$ cat config.mk
export PLATFORM = sky130hd
export DESIGN_NAME = dmw_translate
export DESIGN_NICKNAME = d
export VERILOG_FILES = /design/src/rtl/dmw_pkg.sv /design/src/rtl/dmw_regs.sv /design/src/rtl/dmw_match.sv /design/src/rtl/dmw_pick.sv /design/src/rtl/dmw_translate.sv
export SDC_FILE = /design/constraint.sdc
export NUM_CORES = 1
export LEC_CHECK = 0
export ABC_AREA = 1
export BUFFER_PORTS_ARGS = -buffer_cell sky130_fd_sc_hd__buf_2
export CELL_PAD_IN_SITES_DETAIL_PLACEMENT = 1
export CELL_PAD_IN_SITES_GLOBAL_PLACEMENT = 2
export CORE_ASPECT_RATIO = 0.5
export CORE_UTILIZATION = 28
export CTS_CLUSTER_SIZE = 28
export DETAILED_ROUTE_END_ITERATION = 7
export PLACE_DENSITY_LB_ADDON = 0.3
export REMOVE_ABC_BUFFERS = 1
export SLEW_MARGIN = 20
export SYNTH_ARGS = -nofsm -noshare
export SYNTH_HDL_FRONTEND = slang
export SYNTH_HIERARCHICAL = 1
export SYNTH_SLANG_ARGS = --single-unit
$ cat constraint.sdc
create_clock -name clk -period 2.4 [get_ports clk]
set_input_delay 0.48 -clock clk [delete_from_list [all_inputs] [get_ports clk]]
set_output_delay 0.48 -clock clk [all_outputs]
set_load 0.005 [all_outputs]
$ cat src/rtl/dmw_pkg.sv
package dmw_pkg;
  localparam int XLEN       = 64;
  localparam int PRIV_K_BIT = 0;
  localparam int PRIV_U_BIT = 3;
  localparam int MAT_LSB    = 4;
  localparam int MAT_W      = 2;
  localparam int SEG32_W    = 3;
  localparam int VSEG32_LSB = 29;
  localparam int PSEG32_LSB = 25;
  localparam int SEG64_W    = 4;
  localparam int VSEG64_LSB = 60;

  typedef struct packed {
    logic              hit;
    logic [XLEN-1:0]   pa;
    logic [MAT_W-1:0]  mat;
  } dmw_result_t;
endpackage

$ cat src/rtl/dmw_regs.sv
module dmw_regs #(
  parameter int NWIN = 4,
  parameter int XW   = 64,
  localparam int IDXW = (NWIN > 1) ? $clog2(NWIN) : 1
) (
  input  logic                     clk,
  input  logic                     rst,
  input  logic                     wr_en,
  input  logic [IDXW-1:0]          wr_idx,
  input  logic [XW-1:0]            wr_data,
  output logic [NWIN-1:0][XW-1:0]  win_q
);
  for (genvar i = 0; i < NWIN; i++) begin : g_win
    always_ff @(posedge clk) begin
      if (rst)
        win_q[i] <= '0;
      else if (wr_en && (wr_idx == IDXW'(i)))
        win_q[i] <= wr_data;
    end
  end
endmodule

$ cat src/rtl/dmw_match.sv
module dmw_match
  import dmw_pkg::*;
#(
  parameter int VA_WIDTH = 48
) (
  input  logic [XLEN-1:0] win,
  input  logic [XLEN-1:0] va,
  input  logic            user,
  input  logic            mode64,
  output dmw_result_t     res
);
  localparam logic [XLEN-1:0] VA_MASK =
    (VA_WIDTH >= XLEN) ? {XLEN{1'b1}} : ((64'd1 << VA_WIDTH) - 64'd1);

  logic            priv_ok;
  logic            seg_ok;
  logic [XLEN-1:0] pa32;
  logic [XLEN-1:0] pa64;
  logic            unused_win_bits;

  assign priv_ok = user ? win[PRIV_U_BIT] : win[PRIV_K_BIT];

  always_comb begin
    if (mode64)
      seg_ok = (va[VSEG64_LSB +: SEG64_W] == win[VSEG64_LSB +: SEG64_W]);
    else
      seg_ok = (va[VSEG32_LSB +: SEG32_W] == win[VSEG32_LSB +: SEG32_W]);
  end

  assign pa32 = {32'b0, win[PSEG32_LSB +: SEG32_W], va[VSEG32_LSB-1:0]};
  assign pa64 = va & VA_MASK;

  always_comb begin
    res.hit = priv_ok && seg_ok;
    res.pa  = '0;
    res.mat = '0;
    if (res.hit) begin
      res.pa  = mode64 ? pa64 : pa32;
      res.mat = win[MAT_LSB +: MAT_W];
    end
  end

  assign unused_win_bits = ^{win[59:32], win[28], win[24:6], win[2:1]};
endmodule

$ cat src/rtl/dmw_pick.sv
module dmw_pick
  import dmw_pkg::*;
#(
  parameter int NWIN = 4
) (
  input  dmw_result_t [NWIN-1:0] cand,
  output dmw_result_t            sel
);
  always_comb begin
    sel = '0;
    for (int i = NWIN - 1; i >= 0; i--) begin
      if (cand[i].hit) sel = cand[i];
    end
  end
endmodule

$ cat src/rtl/dmw_translate.sv
module dmw_translate
  import dmw_pkg::*;
#(
  parameter int NWIN     = 4,
  parameter int VA_WIDTH = 48
) (
  input  logic        clk,
  input  logic        rst,
  input  logic        wr_en,
  input  logic [1:0]  wr_idx,
  input  logic [63:0] wr_data,
  input  logic [63:0] lk_va,
  input  logic        lk_user,
  input  logic        lk_mode64,
  output logic        hit,
  output logic [63:0] pa,
  output logic [1:0]  mat,
  output logic        perm_r,
  output logic        perm_w,
  output logic        perm_x
);
  logic [NWIN-1:0][XLEN-1:0] win_q;
  dmw_result_t [NWIN-1:0]    cand;
  dmw_result_t               sel;

  dmw_regs #(.NWIN(NWIN), .XW(XLEN)) u_regs (
    .clk     (clk),
    .rst     (rst),
    .wr_en   (wr_en),
    .wr_idx  (wr_idx),
    .wr_data (wr_data),
    .win_q   (win_q)
  );

  for (genvar i = 0; i < NWIN; i++) begin : g_match
    dmw_match #(.VA_WIDTH(VA_WIDTH)) u_match (
      .win    (win_q[i]),
      .va     (lk_va),
      .user   (lk_user),
      .mode64 (lk_mode64),
      .res    (cand[i])
    );
  end

  dmw_pick #(.NWIN(NWIN)) u_pick (
    .cand (cand),
    .sel  (sel)
  );

  assign hit    = sel.hit;
  assign pa     = sel.pa;
  assign mat    = sel.mat;
  assign perm_r = sel.hit;
  assign perm_w = sel.hit;
  assign perm_x = sel.hit;
endmodule

==> impl_metrics.ini, run 1 <==
[status]
run_status = finished, violations left
failed_checks = setup timing

[cells_and_area]
area_growth_pct = 25.29
largest_reg_flops = 56
n_fill_cell = 3925
fin_nets = 1888
reg_top3 = u_regs/win_q: 56 flops
final_area_sq_mm = 0.01043
drive_above_1_share_pct = 23.77
regMostFlops = u_regs/win_q

[pwr]
power_density_mw_per_mm2 = 276.5
irDropWorstVdd_uv = 260.6
leakage_nw = 6.075

[placed_design]
gp_congestion = 0.7683
dpl_cell_area_sq_mm = 0.009071
hpwlAfterDp_mm = 19.65
numPortBuffers = 142

[run]
cap_violations = 0

[critical_path]
slowest_stage = mux2_2
critical_path_class = in2out
cp_common_cell = nand2_1
slowest_delay_ns = 0.37
cp_max_fo = 10
crit_required_ns = 1.92
crit_arrival_ns = 2.10
critPathCaptureType = output pin
cp_cell_sequence = buf_2, mux2_2, nand3_4, clkinv_4, buf_6, buf_12, a21oi_1, nand2_1, nand2_1, nand2_1, buf_2
crit_family = buffers and inverters
cp-start-kind = primary input
cp_num_buf_inv = 5

[sta]
max_slew_margin_pct = 56.67
max_freq_mhz = 387.0
finalHoldViolCount = 0
fin_worst_skew_ns = 0
worst_pin_slew_ns = 0.6481
final-setup-viol-count = 70
timing.hold.ws_ns = 0.4558
tns_ns = -8.407
rsz0062_at_grt = true
report.final.slew_viol_count = 0
fin_ws_ns = -0.1842
min_period_over_period_pct = 107.7
period_needed_ns = 2.584

[global_route]
first_global_vias = 9281
overflow = 0
grt_pass1_wl_mm = 46.44
grt_start_max_net_pins = 77
antenna_found_initial = 1
track_usage_pct = 18.99

[clock_tree]
clock_latency_ns = 0.29
hold_buffers = 0
cts_sinks = 56
cts_tree = built
htree_levels = 2
clk_pin_slew_ns = 0.08
cts.path.max_buffers = 2
cts_made_buffers = 5
cts_root_buffer = clkbuf_16

[drt]
post-route-drc-count = 0
first_iter_violations = 323
vias_per_cell = 4.417
drtPass1Iterations = 4
routedWlPerCell_um = 14.62
wirelength_mm = 31.38
vias = 9478
ant_nets = 0

[synth]
ys_warn_count = 6
syn_area_sq_mm = 0.008325
syn-instance-count = 1654
syn_avg_cell_area_sq_um = 5.034

[die]
core_area_sq_mm = 0.02912
initial_core_util_pct = 28.59
rows = 44
io_pins = 205
die_area_sq_mm = 0.03047
die_w_um = 245.9
fp.dieH_um = 123.9

[worst_hold_path]
worstHoldPathType = in2reg
## worst paths after layout
kind                                  startpoint                             end  slack, ns  cells after the start
hold reg to reg     u_regs/win_q[0]$_SDFFE_PP0P_    u_regs/win_q[0]$_SDFFE_PP0P_       0.48                      2
setup / recovery                         lk_user                          pa[32]      -0.18                     11
setup reg to reg  u_regs/win_q[124]$_SDFFE_PP0P_  u_regs/win_q[124]$_SDFFE_PP0P_       1.64                      5
hold / removal                        wr_data[4]   u_regs/win_q[68]$_SDFFE_PP0P_       0.46                      3
## power breakdown
group / switching (mW) / internal, mW
registers: 0.0307 / 0.980
logic: 0.635 / 0.396
clock network: 0.351 / 0.491
## cell type report
type / count / area (sq um) / share of cell area, %
well taps: 391 / 489.2 / 4.690
diodes: 1 / 2.502 / 0.02399
inverters: 241 / 942.2 / 9.032
clock inverters: 3 / 42.54 / 0.4078
multi-input cells: 1211 / 5490 / 52.63
repair buffers: 238 / 2205 / 21.13
flip-flops and latches: 56 / 1135 / 10.88
clock buffers: 5 / 125.1 / 1.199
## worst reg2reg max path: stages, from the launching register on
cell     delay, ns
dfxtp_2       0.34
buf_4         0.13
inv_1         0.04
nand2_1       0.05
nand2_1       0.06
nor2_1        0.04
## timing repair
action,in CTS,in global routing
endpoints found under the setup margin,70,70
cloned,9,14
resized for setup,59,122
pin swaps,10,34
setup buffers,9,6
## routing by layer
| metal | GRT usage [%] | routed length (um) |
|---|---|---|
| met5 | 0 | 0 |
| met4 | 4.620 | 442 |
| met3 | 0.8619 | 708 |
| met2 | 37.08 | 16130 |
| met1 | 22.91 | 14100 |
## stage by stage
stage                     power [mW]  utilization [%]  std cells  setup WS, ns
after floorplan                1.507                -       1508        -1.636
after global placement         1.880            31.15       2104       -0.1848
after detailed placement       1.926            31.15       2104       -0.2085
after CTS                      2.855            33.64       2130       -0.1957
after global routing           3.092            35.82       2146       -0.3404
final                          2.884            35.82       2146       -0.1842
## layout by cell type (no fill, tap or decap), drive strengths merged
cell type and instances:
conb 64, xnor2 4, nor2 445, mux2i 12
clkinvlp 1, nand3 87, nand2 515, clkbuf 18
inv 240, buf 225, bufinv 1, mux2 4
diode 1, dfxtp 56, clkinv 2, a21oi 80
No activity file was read; power rests on OpenSTA's default activity.
==> inputs of run 2 (changes only) <==
--- a/config.mk
+++ b/config.mk
@@ -9,7 +9,6 @@
 export BUFFER_PORTS_ARGS = -buffer_cell sky130_fd_sc_hd__buf_2
 export CELL_PAD_IN_SITES_DETAIL_PLACEMENT = 1
 export CELL_PAD_IN_SITES_GLOBAL_PLACEMENT = 2
-export CORE_ASPECT_RATIO = 0.5
 export CORE_UTILIZATION = 28
 export CTS_CLUSTER_SIZE = 28
 export DETAILED_ROUTE_END_ITERATION = 7
==> run 2 against run 1 <==
  * The run still ends with setup timing left
  * Utilization grew 0.20 points
  * First-iteration DRC count rose by 48%
  * Die area shrank 0.14%
==> impl_metrics.ini, run 2 (same netlist as run 1, synthesis figures left out) <==
[status]
run_status = finished, violations left
failed_checks = setup timing

[critical_path]
cp-start-kind = primary input
critPathCaptureType = output pin
rr_worst_depth = 4
critical_path_class = in2out
reg2reg_setup_slack_ns = 1.72
crit_arrival_ns = 2.11
cp_max_fo = 5
crit_required_ns = 1.92
rr_startpoint = u_regs/win_q[221]$_SDFFE_PP0P_
regToRegEndpoint = u_regs/win_q[221]$_SDFFE_PP0P_

[clock_tree]
hold_buffers = 0
htree_levels = 2
cts_tree = built
cts_root_buffer = clkbuf_16
cts.path.max_buffers = 2
cts_sinks = 56
clock_latency_ns = 0.30
cts_made_buffers = 5
clk_pin_slew_ns = 0.07

[drt]
vias_per_cell = 4.386
ant_nets = 0
drtPass1Iterations = 4
post-route-drc-count = 0
routedWlPerCell_um = 14.53
vias = 9364
wirelength_mm = 31.02
first_iter_violations = 479

[die]
die_w_um = 174.4
rows = 62
initial_core_util_pct = 28.70
die_area_sq_mm = 0.03043
io_pins = 205
fp.dieH_um = 174.4
core_area_sq_mm = 0.02901

[sta]
worst_pin_slew_ns = 0.6344
min_period_over_period_pct = 108.1
max_slew_margin_pct = 57.71
period_needed_ns = 2.595
report.final.slew_viol_count = 0
finalHoldViolCount = 0
fin_worst_skew_ns = 0
final-setup-viol-count = 70
fin_ws_ns = -0.1946
max_freq_mhz = 385.4
rsz0062_at_grt = true

[placed_design]
dp_slack_ns = -0.2581
dpl_cell_area_sq_mm = 0.008930
gp_congestion = 0.7188
hpwlAfterDp_mm = 18.71
placedCellCount = 2084
numPortBuffers = 142

[cells_and_area]
mostFrequentLayoutCells = 482 x nand2_1, 361 x nor2_1, 233 x inv_1, 130 x buf_2, 68 x nand3_1
area_growth_pct = 25.50
n_fill_cell = 4062
final_area_sq_mm = 0.01045
largest_reg_flops = 56
instances_no_fill = 2135
final_common_cell = nand2_1
regMostFlops = u_regs/win_q
drive_above_1_share_pct = 24.60
fin_nets = 1882
reg_top3 = u_regs/win_q: 56 flops

[pwr]
power_mw = 2.940
leakage_nw = 6.072
irDropWorstVdd_uv = 249.8
power_density_mw_per_mm2 = 281.3

[run]
cap_violations = 0

[global_route]
grt_start_max_net_pins = 57
overflow = 0
track_usage_pct = 19.26
grt_pass1_wl_mm = 47.61
antenna_found_initial = 2
first_global_vias = 9057

[worst_hold_path]
min_delay_path_depth = 3
worstHoldPathType = in2reg
worstHoldEndpoint = u_regs/win_q[219]$_SDFFE_PP0P_
hold_start = wr_data[27]
[run 2: cell types whose count changed in the layout (fill, tap and decap cells not counted), sizes merged]
cell,delta
buf,-7
bufbuf,+1
clkbuf,+1
clkinvlp,-1
diode,+2
[run 2: report_power, final]
group          internal [mW]  total [mW]  switching (mW)
Sequential             0.981        1.01          0.0300
Clock                  0.524       0.887           0.363
Combinational          0.406        1.04           0.636
Total                   1.91        2.94            1.03
[run 2: timing repair]
action,in CTS,in global routing
gates resized for setup,84,110
cloned,9,14
pin swaps,8,44
endpoints found under the setup margin,70,70
setup buffers,16,4
[run 2: per-stage QoR]
step | hold WS, ns | util, % | TNS (ns)
after detailed placement | 0.4697 | 30.78 | -14.22
after global routing | 0.4659 | 35.99 | -18.54
after floorplan | 0.4460 | - | -110.35
after CTS | 0.4471 | 33.73 | -9.872
after global placement | 0.4617 | 30.78 | -13.90
final | 0.4562 | 36.01 | -8.333
[run 2: per-layer routing]
| metal | vias up | GRT usage, % | wire (um) |
|---|---|---|---|
| met5 | - | 0 | 0 |
| met4 | 0 | 3.180 | 367 |
| met3 | 23 | 1.553 | 993 |
| met2 | 150 | 34.40 | 14630 |
| met1 | 4343 | 25.35 | 15030 |
| li1 | 4848 | - | - |
[run 2: critical path, cell delays in order]
cell and delay (ns):
buf_2 0.15, mux2_2 0.38, nand3_4 0.15, inv_4 0.07, buf_6 0.13, buf_12 0.14, clkbuf_16 0.15, a21oi_1 0.13
nand2_1 0.07, nand2_1 0.07, nand2_2 0.06, buf_2 0.12
[run 2: how the worst max path moves through the flow]
| stage | start | to | depth (start not counted) |
|---|---|---|---|
| after floorplan | lk_va[61] | hit | 10 |
| after global placement | lk_va[62] | pa[43] | 16 |
| after detailed placement | lk_va[62] | pa[43] | 16 |
| after CTS | u_regs/win_q[127]$_SDFFE_PP0P_ | pa[4] | 15 |
| after global routing | u_regs/win_q[126]$_SDFFE_PP0P_ | pa[52] | 16 |
| final | lk_user | pa[60] | 12 |
[run 2: area by class of cell]
cell class	instances	area (sq um)	share of cell area [%]
Multi-Input combinational cell	1211	5477	52.41
Timing Repair Buffer	232	2227	21.31
Sequential cell	56	1142	10.93
Inverter	241	937.1	8.969
Tap cell	384	480.5	4.598
Clock buffer	6	138.9	1.329
Clock inverter	2	38.79	0.3712
Antenna cell	3	7.507	0.07185
